File: config.mk
export PLATFORM = sky130hd
export DESIGN_NAME = bcdcal_top
export DESIGN_NICKNAME = d
export VERILOG_FILES = /design/src/rtl/bcdcal_pkg.sv /design/src/rtl/cal_subsec.sv /design/src/rtl/cal_bcd_field.sv /design/src/rtl/cal_hour_field.sv /design/src/rtl/cal_date_field.sv /design/src/rtl/bcdcal_top.sv
export SDC_FILE = /design/constraint.sdc
export NUM_CORES = 1
export LEC_CHECK = 0
export CAP_MARGIN = 15
export CORE_ASPECT_RATIO = 2
export CORE_MARGIN = 1.5
export CORE_UTILIZATION = 54
export DETAILED_ROUTE_END_ITERATION = 10
export GPL_ROUTABILITY_DRIVEN = 0
export HOLD_SLACK_MARGIN = 0.05
export PLACE_DENSITY = 0.77
export SLEW_MARGIN = 15
export SYNTH_ARGS = -nofsm -noshare
export SYNTH_HDL_FRONTEND = slang
export SYNTH_SLANG_ARGS = --single-unit
File: constraint.sdc
create_clock -name clk -period 3 [get_ports clk]
set_input_delay 0.45 -clock clk [delete_from_list [all_inputs] [get_ports clk]]
set_output_delay 0.45 -clock clk [all_outputs]
set_load 0.01 [all_outputs]
File: src/rtl/bcdcal_pkg.sv
package bcdcal_pkg;

   localparam int ADDR_W     = 3;
   localparam int NUM_FIELDS = 7;

   localparam int ADR_SEC   = 0;
   localparam int ADR_MIN   = 1;
   localparam int ADR_HOUR  = 2;
   localparam int ADR_WDAY  = 3;
   localparam int ADR_DATE  = 4;
   localparam int ADR_MONTH = 5;
   localparam int ADR_YEAR  = 6;

   localparam int SEC_W   = 7;
   localparam int MIN_W   = 7;
   localparam int HOUR_W  = 7;
   localparam int WDAY_W  = 3;
   localparam int DATE_W  = 6;
   localparam int MONTH_W = 5;
   localparam int YEAR_W  = 8;

   // Last valid day of a month, in BCD; leap years are BCD years divisible by four.
   function automatic logic [DATE_W-1:0] month_last(input logic [MONTH_W-1:0] mon,
                                                    input logic [YEAR_W-1:0]  yr);
      int yv;
      logic [DATE_W-1:0] res;
      yv = int'(yr[7:4]) * 10 + int'(yr[3:0]);
      case (mon)
         5'h02:                      res = ((yv % 4) == 0) ? 6'h29 : 6'h28;
         5'h04, 5'h06, 5'h09, 5'h11: res = 6'h30;
         default:                    res = 6'h31;
      endcase
      return res;
   endfunction

endpackage

File: src/rtl/cal_subsec.sv
module cal_subsec #(
   parameter int DIV = 4
) (
   input  logic clk,
   input  logic rst_n,
   input  logic tick,
   input  logic run,
   input  logic clr,
   output logic adv
);
   localparam int PW = (DIV > 1) ? $clog2(DIV) : 1;
   localparam logic [PW-1:0] LAST = PW'(DIV - 1);

   initial begin
      assert (DIV >= 1) else $error("cal_subsec: DIV must be at least 1");
   end

   logic [PW-1:0] ph;

   assign adv = tick && run && (ph == LAST);

   always_ff @(posedge clk or negedge rst_n) begin
      if (!rst_n)            ph <= '0;
      else if (clr)          ph <= '0;
      else if (tick && run)  ph <= (ph == LAST) ? '0 : ph + 1'b1;
   end

   assert_phase_clear_R9: assert property (@(posedge clk) disable iff (!rst_n)
      clr |=> (ph == '0));

endmodule

File: src/rtl/cal_bcd_field.sv
module cal_bcd_field #(
   parameter int W   = 7,
   parameter int LO  = 'h00,
   parameter int HI  = 'h59,
   parameter int RST = 'h00
) (
   input  logic         clk,
   input  logic         rst_n,
   input  logic         inc,
   input  logic         ld,
   input  logic [W-1:0] ld_val,
   output logic [W-1:0] q,
   output logic         carry
);
   localparam logic [W-1:0] LO_V  = W'(LO);
   localparam logic [W-1:0] HI_V  = W'(HI);
   localparam logic [W-1:0] RST_V = W'(RST);

   initial begin
      assert (W >= 1 && W <= 8) else $error("cal_bcd_field: W out of range");
   end

   logic [W-1:0] q_inc;

   generate
      if (W > 4) begin : g_two_digit
         always_comb begin
            if (q[3:0] == 4'h9) q_inc = {q[W-1:4] + 1'b1, 4'h0};
            else                q_inc = {q[W-1:4], q[3:0] + 4'h1};
         end
      end else begin : g_one_digit
         always_comb q_inc = q + 1'b1;
      end
   endgenerate

   assign carry = inc && (q == HI_V);

   always_ff @(posedge clk or negedge rst_n) begin
      if (!rst_n)   q <= RST_V;
      else if (ld)  q <= ld_val;
      else if (inc) q <= (q == HI_V) ? LO_V : q_inc;
   end

   // Also guards the weekday and month/year instances.
   assert_field_wrap_R3: assert property (@(posedge clk) disable iff (!rst_n)
      (inc && !ld && q == HI_V) |=> (q == LO_V));

endmodule

File: src/rtl/cal_hour_field.sv
module cal_hour_field (
   input  logic       clk,
   input  logic       rst_n,
   input  logic       inc,
   input  logic       ld,
   input  logic [6:0] ld_val,
   output logic [6:0] q,
   output logic       carry
);
   logic       mode12;
   logic       pm;
   logic [4:0] h12;
   logic [5:0] h24;
   logic [4:0] h12_inc;
   logic [5:0] h24_inc;

   assign mode12 = q[6];
   assign pm     = q[5];
   assign h12    = q[4:0];
   assign h24    = q[5:0];

   always_comb begin
      if (h12[3:0] == 4'h9) h12_inc = 5'h10;
      else                  h12_inc = {h12[4], h12[3:0] + 4'h1};
      if (h24[3:0] == 4'h9) h24_inc = {h24[5:4] + 2'd1, 4'h0};
      else                  h24_inc = {h24[5:4], h24[3:0] + 4'h1};
   end

   assign carry = inc && (mode12 ? (pm && h12 == 5'h11) : (h24 == 6'h23));

   always_ff @(posedge clk or negedge rst_n) begin
      if (!rst_n) q <= 7'h00;
      else if (ld) q <= ld_val;
      else if (inc) begin
         if (mode12) begin
            if (h12 == 5'h12)      q <= {1'b1, pm, 5'h01};
            else if (h12 == 5'h11) q <= {1'b1, ~pm, 5'h12};
            else                   q <= {1'b1, pm, h12_inc};
         end else begin
            if (h24 == 6'h23) q <= 7'h00;
            else              q <= {1'b0, h24_inc};
         end
      end
   end

   assert_pm_flip_R5: assert property (@(posedge clk) disable iff (!rst_n)
      (inc && !ld && mode12 && h12 == 5'h11) |=> (q[5] != $past(q[5]) && q[4:0] == 5'h12));

   assert_midnight_R4: assert property (@(posedge clk) disable iff (!rst_n)
      (inc && !ld && !mode12 && h24 == 6'h23) |=> (q == 7'h00));

endmodule

File: src/rtl/cal_date_field.sv
module cal_date_field (
   input  logic       clk,
   input  logic       rst_n,
   input  logic       inc,
   input  logic       ld,
   input  logic [5:0] ld_val,
   input  logic [5:0] last,
   output logic [5:0] q,
   output logic       carry
);
   logic [5:0] q_inc;

   always_comb begin
      if (q[3:0] == 4'h9) q_inc = {q[5:4] + 2'd1, 4'h0};
      else                q_inc = {q[5:4], q[3:0] + 4'h1};
   end

   assign carry = inc && (q >= last);

   always_ff @(posedge clk or negedge rst_n) begin
      if (!rst_n)   q <= 6'h01;
      else if (ld)  q <= ld_val;
      else if (inc) q <= (q >= last) ? 6'h01 : q_inc;
   end

   assert_date_roll_R7: assert property (@(posedge clk) disable iff (!rst_n)
      (inc && !ld && q >= last) |=> (q == 6'h01));

endmodule

File: src/rtl/bcdcal_top.sv
module bcdcal_top
   import bcdcal_pkg::*;
#(
   parameter int TICKS_PER_SEC = 4
) (
   input  logic              clk,
   input  logic              rst_n,
   input  logic              sub_tick,
   input  logic              wr_en,
   input  logic [ADDR_W-1:0] wr_addr,
   input  logic [7:0]        wr_data,
   input  logic [ADDR_W-1:0] rd_addr,
   output logic [7:0]        rd_data
);
   logic                  halt_q;
   logic [NUM_FIELDS-1:0] ld;
   logic                  adv;
   logic [SEC_W-1:0]      sec_q;
   logic [MIN_W-1:0]      min_q;
   logic [HOUR_W-1:0]     hour_q;
   logic [WDAY_W-1:0]     wday_q;
   logic [DATE_W-1:0]     date_q;
   logic [MONTH_W-1:0]    month_q;
   logic [YEAR_W-1:0]     year_q;
   logic                  sec_c, min_c, day_c, wday_c, date_c, mon_c, yr_c;
   logic [DATE_W-1:0]     last_day;

   generate
      for (genvar k = 0; k < NUM_FIELDS; k++) begin : g_ld
         assign ld[k] = wr_en && (wr_addr == ADDR_W'(k));
      end
   endgenerate

   always_ff @(posedge clk or negedge rst_n) begin
      if (!rst_n)          halt_q <= 1'b1;
      else if (ld[ADR_SEC]) halt_q <= wr_data[7];
   end

   cal_subsec #(.DIV(TICKS_PER_SEC)) u_phase (
      .clk(clk), .rst_n(rst_n), .tick(sub_tick),
      .run(!halt_q && !wr_en), .clr(ld[ADR_SEC]), .adv(adv));

   cal_bcd_field #(.W(SEC_W), .LO('h00), .HI('h59), .RST('h00)) u_sec (
      .clk(clk), .rst_n(rst_n), .inc(adv), .ld(ld[ADR_SEC]),
      .ld_val(wr_data[SEC_W-1:0]), .q(sec_q), .carry(sec_c));

   cal_bcd_field #(.W(MIN_W), .LO('h00), .HI('h59), .RST('h00)) u_min (
      .clk(clk), .rst_n(rst_n), .inc(sec_c), .ld(ld[ADR_MIN]),
      .ld_val(wr_data[MIN_W-1:0]), .q(min_q), .carry(min_c));

   cal_hour_field u_hour (
      .clk(clk), .rst_n(rst_n), .inc(min_c), .ld(ld[ADR_HOUR]),
      .ld_val(wr_data[HOUR_W-1:0]), .q(hour_q), .carry(day_c));

   cal_bcd_field #(.W(WDAY_W), .LO(1), .HI(7), .RST(1)) u_wday (
      .clk(clk), .rst_n(rst_n), .inc(day_c), .ld(ld[ADR_WDAY]),
      .ld_val(wr_data[WDAY_W-1:0]), .q(wday_q), .carry(wday_c));

   assign last_day = month_last(month_q, year_q);

   cal_date_field u_date (
      .clk(clk), .rst_n(rst_n), .inc(day_c), .ld(ld[ADR_DATE]),
      .ld_val(wr_data[DATE_W-1:0]), .last(last_day), .q(date_q), .carry(date_c));

   cal_bcd_field #(.W(MONTH_W), .LO('h01), .HI('h12), .RST('h01)) u_month (
      .clk(clk), .rst_n(rst_n), .inc(date_c), .ld(ld[ADR_MONTH]),
      .ld_val(wr_data[MONTH_W-1:0]), .q(month_q), .carry(mon_c));

   cal_bcd_field #(.W(YEAR_W), .LO('h00), .HI('h99), .RST('h00)) u_year (
      .clk(clk), .rst_n(rst_n), .inc(mon_c), .ld(ld[ADR_YEAR]),
      .ld_val(wr_data[YEAR_W-1:0]), .q(year_q), .carry(yr_c));

   always_comb begin
      case (rd_addr)
         ADDR_W'(ADR_SEC):   rd_data = {halt_q, sec_q};
         ADDR_W'(ADR_MIN):   rd_data = {1'b0, min_q};
         ADDR_W'(ADR_HOUR):  rd_data = {1'b0, hour_q};
         ADDR_W'(ADR_WDAY):  rd_data = {5'b0, wday_q};
         ADDR_W'(ADR_DATE):  rd_data = {2'b0, date_q};
         ADDR_W'(ADR_MONTH): rd_data = {3'b0, month_q};
         ADDR_W'(ADR_YEAR):  rd_data = year_q;
         default:            rd_data = 8'h00;
      endcase
   end

   assert_halt_hold_R2: assert property (@(posedge clk) disable iff (!rst_n)
      (halt_q && !wr_en) |=> $stable({sec_q, min_q, hour_q, wday_q, date_q, month_q, year_q}));

   assert_write_block_R10: assert property (@(posedge clk) disable iff (!rst_n)
      wr_en |-> !adv);

   assert_wday_midnight_R6: assert property (@(posedge clk) disable iff (!rst_n)
      wday_c |=> (hour_q[6] ? (hour_q[5:0] == 6'h12) : (hour_q[5:0] == 6'h00)));

   assert_year_wrap_R8: assert property (@(posedge clk) disable iff (!rst_n)
      yr_c |=> (month_q == 5'h01 && year_q == 8'h00));

endmodule

# == Word-level counts from Yosys, hierarchy flattened ==
# Index checks and enable logic that the tools add are counted.
# op_classes
reduce_logical,44
shifts,0
n_eq_ne,35
muxes,38
order_cmp,1
n_bitwise,2
addsub,15
multipliers,1
div_mod_pow,0
# op_table
op,count
7-bit two-way mux,12
8-bit case mux with 7 select lines,1
6-bit two-way mux,7
32-bit zero test,1
8-bit two-way mux,4
"4-bit by 1-bit adder with 4-bit output, second input constant",7
5-bit two-way mux,5
"4-bit == test, second input constant",6
"3-bit == test, second input constant",7
"5-bit == test, second input constant",4
1-bit logical AND,16
2-bit nonzero test,8
3-bit nonzero test,5
"7-bit == test, second input constant",2
"3-bit by 2-bit == test with 1-bit output, second input constant",4
"5-bit by 3-bit == test with 1-bit output, second input constant",2
5-bit case mux with 2 select lines,1
2-bit AND reduction,5
"3-bit by 1-bit adder with 3-bit output, second input constant",3
3-bit two-way mux,3
"8-bit == test, second input constant",1
"2-bit by 1-bit adder with 2-bit output, second input constant",3
"3-bit by 1-bit == test with 1-bit output, second input constant",2
"6-bit == test, second input constant",1
20 further kinds,26
# totals
rom_bits,0
in_bits,18
latchBits,0
regBits,46
ramBits,0
mem_count,0

# == Logic depth before layout (Yosys ltp) ==
# depth
ltp_word,12
mapped_depth,10

# == Modules after synthesis ==
# Synthesis repeated with hierarchy kept, for this count alone.
# hier_totals
cells_unflattened,442
hier_area_um2,3923.8
# modules_own_cells
module,cells_per_inst,n_inst,seq_area_each_um2,area_each_um2
cal_bcd_field at u_min ...,51,2,175.2,474.2
cal_bcd_field at u_year,64,1,200.2,606.8
bcdcal_top,80,1,26.3,599.3
cal_date_field,67,1,151.4,566.8
cal_hour_field,64,1,175.2,556.8
cal_bcd_field at u_month,39,1,126.4,354.1
cal_bcd_field at u_wday,16,1,76.3,175.2
cal_subsec,10,1,50.0,116.4

# == Worst setup path after synthesis ==
# Ideal clock, no wire load.
# synth_timing
path_kind,register to register
from,reg u_month.q[1]
to,reg u_date.q[0]
path_slack_ns,-0.031
required_time_ns,2.918
setup_ns,0.082
n_path_buf,1
period_less_slack_ns,3.031
stages_incl_launch_ff,11
t_arrival_ns,2.949
cell_sequence,dfrtp_1 > clkbuf_1 > o21ai_0 > a2111oi_0 > a21oi_1 > ha_1 > or4b_2 > a211oi_4 > o2111ai_1 > a21boi_0 > mux2_2
# synth_between
elab_chain_len,7
elab_cells_between_ends,11
# synth_rtl
element,line,text
start: declaration,cal_bcd_field.sv:12,"output logic [W-1:0] q,"
start signal: assignment,cal_bcd_field.sv:40,else if (ld) q <= ld_val;
start signal: assignment,cal_bcd_field.sv:41,else if (inc) q <= (q == HI_V) ? LO_V : q_inc;
"5-bit by 3-bit == test with 1-bit output, or another cell as far along",bcdcal_pkg.sv:28,case (mon)
4-bit OR reduction,bcdcal_pkg.sv:28,
5-bit case mux with 2 select lines *,bcdcal_pkg.sv:28,
6-bit >= comparator *,cal_date_field.sv:23,else if (inc) q <= (q >= last) ? 6'h01 : q_inc;
6-bit two-way mux * (2 in series),cal_date_field.sv:23,
6-bit two-way mux *,cal_date_field.sv:22,else if (ld) q <= ld_val;
end signal: assignment,cal_date_field.sv:22,
end signal: assignment,cal_date_field.sv:23,
end: declaration,cal_date_field.sv:8,"output logic [5:0] q,"
# Every way passes the cells marked *; elsewhere a longest branch is shown, timed or not. The select of a mux whose other input is x is not followed.
# A chain may end at the register's enable or synchronous reset.

# == Worst setup path in the final report ==
# layout_timing
from,reg u_year.q[1]
to,reg u_date.q[2]
# layout_between
elab_chain_len,10
# layout_rtl
element,line,text
start: declaration,cal_bcd_field.sv:12,
start signal: assignment,cal_bcd_field.sv:40,
start signal: assignment,cal_bcd_field.sv:41,
2-bit adder *,bcdcal_pkg.sv:27,yv = int'(yr[7:4]) * 10 + int'(yr[3:0]);
2-bit OR reduction (no source line),-,
1-bit bitwise AND (no source line),-,
32-bit zero test *,bcdcal_pkg.sv:29,5'h02: res = ((yv % 4) == 0) ? 6'h29 : 6'h28;
1-bit two-way mux *,bcdcal_pkg.sv:29,
5-bit case mux with 2 select lines *,bcdcal_pkg.sv:28,
6-bit >= comparator *,cal_date_field.sv:23,
6-bit two-way mux * (2 in series),cal_date_field.sv:23,
6-bit two-way mux *,cal_date_field.sv:22,
# Marks and branches as above.

==> summary.txt <==
Run status
  • Status: complete, no violations

Die
  • Number of core rows: 42
  • Die area: 7340 um^2
  • Die X: 61.3 um
  • Initial Util: 0.555
  • Placeable Area: 6620 um^2
  • Die H: 120 um
  • # IOs: 26

Timing
  • FMAX: 0.344 GHz
  • Tightest Pin Transition: 0.980 ns
  • Fin. max-slew vios: 0
  • RSZ-0062 raised after global routing: true
  • Final hold violation count: 0
  • Clock skew: 0.00856 ns
  • Max_slew headroom: 0.344
  • Final setup TNS: 0 ns
  • Post-route clock period utilization: 0.970
  • Tmin final: 2.91 ns
  • # setup viols final: 0
  • Final WS setup: 0.0903 ns

Logic synthesis
  • Synth Area in Adders: 0.0715
  • Unique masters post-synth: 65
  • Post-synth EDFFs: 0
  • Synth Area in Compound Gates: 0.208
  • Post-Synthesis Cell Area: 3670 um^2
  • Synth Instances: 433
  • Post-synthesis simple-gate area fraction: 0.279
  • Fraction of registers with async set/reset: 1.00
  • Post-synth top area share: 0.286
  • Mux share of post-synthesis cell area: 0.0780
  • Post-synth top area cell: dfrtp_1
  • Synthesized net count: 472
  • Largest family of logic cells by synthesized area: simple AND/OR/NAND/NOR gates
  • Seq/Total Area, Yosys: 0.315
  • Area contributors post-synth: dfrtp_1, ha_1, nand2_1
  • XOR/XNOR Fraction of Synth Area: 0.00715
  • Synthesized flop and latch total: 46
  • Primary FF master, synth: dfrtp_1
  • Avg Inst Size Synth: 8.49 um^2
  • Synth warn: 0

Setup path
  • Crit-path max FO: 8
  • Worst EP arrival: 3.12 ns
  • Critical Path RT: 3.21 ns
  • WS Path Type: reg2reg
  • CP Capture Type: flip-flop
  • Worst setup SP type: flip-flop

Route
  • Post-DR vias/cell: 6.55
  • Detail Route Antenna Nets: 0
  • DR vias: 3662
  • Number of remaining DRC errors: 0
  • Initial DRC count: 295
  • WL final: 10.9 mm
  • Routed wire per std cell: 19.6 um
  • 1st-pass router iterations: 5

Cells and area
  • Ant diodes: 0
  • Non-Filler Instances: 559
  • Layout cells sized above 1: 0.149
  • Final nets: 509
  • Area growth, synth to finish: 18.0%
  • Final Core Density: 0.655

CTS
  • H-Tree Level Count: 2
  • Worst-skew pair later-pin latency: 0.30 ns
  • CTS Hold Bufs: 0
  • CTS tree: done
  • Cts bufs inserted: 5
  • Clock Sink Count: 46
  • Post-CTS Setup Inserts: 0
  • Buffer depth of the longest clock path: 2
  • Clk slew on worst S/H paths: 0.06 ns
  • Clock Root Buffer: clkbuf_16

GRT
  • First-pass GRT wire length: 17.5 mm
  • GRT Residual Overflow: 0
  • GRT Total Usage: 0.321
  • Vias in the first global route: 3538
  • Largest net degree at the start of global routing: 32
  • Initial antenna violation count: 0

Min path
  • HP Class: in2async

Place
  • Worst slack, placed: -0.0918 ns
  • DP Wirelength: 8.04 mm
  • Placed cell count: 551
  • Number of I/O port buffers: 25

Power
  • PwrDens: 555 nW/um^2
  • Leakage: 0.00182 uW
  • Final Total Pwr: 2410 uW
  • Worst IR Drop VDD: 0.364 mV

Job
  • Max_cap viols: 0
==> logic make-up (layout without fill, tap and decap cells) <==
logic type	count (synthesis)	after routing
xor+xnor	3	3
mux	24	24
simple gates	179	179
buf+inv	40	78
compound gates	120	120
flops	46	46
fa+ha+maj	21	21
==> cells in the mapped netlist, types with 5 or more instances <==
master	n
nor2b_1	5
a21oi_1	30
nand2b_1	6
dfrtp_1	42
o21ai_0	32
mux2i_1	14
a21o_1	5
nand3_1	15
nor3_1	8
ha_1	21
nor2_1	42
nand2_1	47
nand4b_1	6
o22ai_1	5
clkbuf_1	17
inv_1	19
a211oi_1	6
mux2_2	7
a31oi_1	12
nor3b_1	5
nand3b_1	8
a22oi_1	7
==> critical path, cell delays in order (launching register included) <==
cell and delay, ns:
dfrtp_1 0.39, xor2_1 0.16, o21ai_1 0.08, a2111oi_1 0.37, a21oi_1 0.09, ha_1 0.29
or4b_4 0.52, a211o_4 0.41, nor3_4 0.22, nand4b_1 0.12, a31oi_1 0.19
==> power by group <==
| part | switching, uW | total, uW | internal, uW | leakage (uW) |
|---|---|---|---|---|
| logic | 407 | 802 | 395 | 0.00121 |
| registers | 221 | 989 | 768 | 0.000531 |
| clock network | 258 | 615 | 357 | 0.0000801 |
| total | 886 | 2410 | 1520 | 0.00182 |
==> final cells by class <==
cell class / instances / area [um^2]
Sequential cell: 46 / 1160
Multi-Input combinational cell: 347 / 2390
Clock buffer: 7 / 153
Timing Repair Buffer: 51 / 445
Fill cell: 588 / 2280
Tap cell: 88 / 110
Inverter: 19 / 71.3
Clock inverter: 1 / 8.76
==> state kept, by name, indices dropped and copies added (netlist names) <==
name        count
u_min.q         7
u_wday.q        3
u_month.q       5
u_phase.ph      2
u_sec.q         7
u_date.q        6
u_year.q        8
halt_q          1
u_hour.q        7
==> cells in the final DEF (no fill, tap or decap), types with 3 or more instances in the layout <==
cell type,synthesis,final
or3_2,3,3
or4_1,4,4
or3_1,3,3
nand4b_1,6,6
a22oi_1,7,7
o22ai_1,5,5
nand4_1,3,3
buf_4,0,26
mux2i_1,14,14
a211oi_1,6,6
clkdlybuf4s50_1,0,22
clkbuf_16,0,5
nand2b_1,6,6
mux4_2,3,3
ha_1,21,21
inv_1,19,19
nor2b_1,5,5
a31oi_1,12,12
a21o_1,5,5
a21oi_1,30,30
o21ai_0,32,31
nand2_1,47,47
o211ai_1,4,4
dfrtp_1,42,42
nor3_1,8,8
nor3b_1,5,5
mux2_2,7,7
and3b_1,3,3
dfstp_2,4,4
nor2_1,42,41
nand3b_1,8,8
nand3_1,15,15
==> stage by stage <==
stage | hold WS, ns | instance area [um^2]
final | 0.0621 | 4340
after global routing | 0.0840 | 4340
after CTS | 0.0715 | 4320
after detailed placement | 0.383 | 4140
after global placement | 0.377 | 4140
after floorplan | 0.154 | 3680
==> routing by layer <==
layer | part of all wire | routed length (um) | GRT usage | vias up
met5 | 0 | 0 | 0 | -
met4 | 0.059 | 640 | 0.191 | 0
met3 | 0.064 | 704 | 0.0539 | 49
met2 | 0.52 | 5730 | 0.543 | 183
met1 | 0.35 | 3860 | 0.355 | 1753
li1 | - | - | - | 1677
==> final timing paths <==
kind | endpoint | cells after the start | slack [ns] | from
min | u_phase.ph[1]$_DFFE_PN0P_ | 1 | 0.06 | rst_n
max reg2reg | u_date.q[2]$_DFFE_PN0P_ | 10 | 0.09 | u_year.q[1]$_DFFE_PN0P_
min reg2reg | u_phase.ph[1]$_DFFE_PN0P_ | 2 | 0.53 | u_phase.ph[1]$_DFFE_PN0P_
max | u_date.q[2]$_DFFE_PN0P_ | 10 | 0.09 | u_year.q[1]$_DFFE_PN0P_
min in group clk | u_phase.ph[1]$_DFFE_PN0P_ | 2 | 0.53 | u_phase.ph[1]$_DFFE_PN0P_
max in group asynchronous | u_wday.q[0]$_DFFE_PN1P_ | 2 | 2.15 | rst_n
==> repair_timing <==
action                     in CTS  in global routing
resized for setup               3                  6
setup endpoints to repair      10                 15
gates cloned                    0                  0
pin swaps                       2                  2
Note: power is estimated with default switching activity, not from simulation.
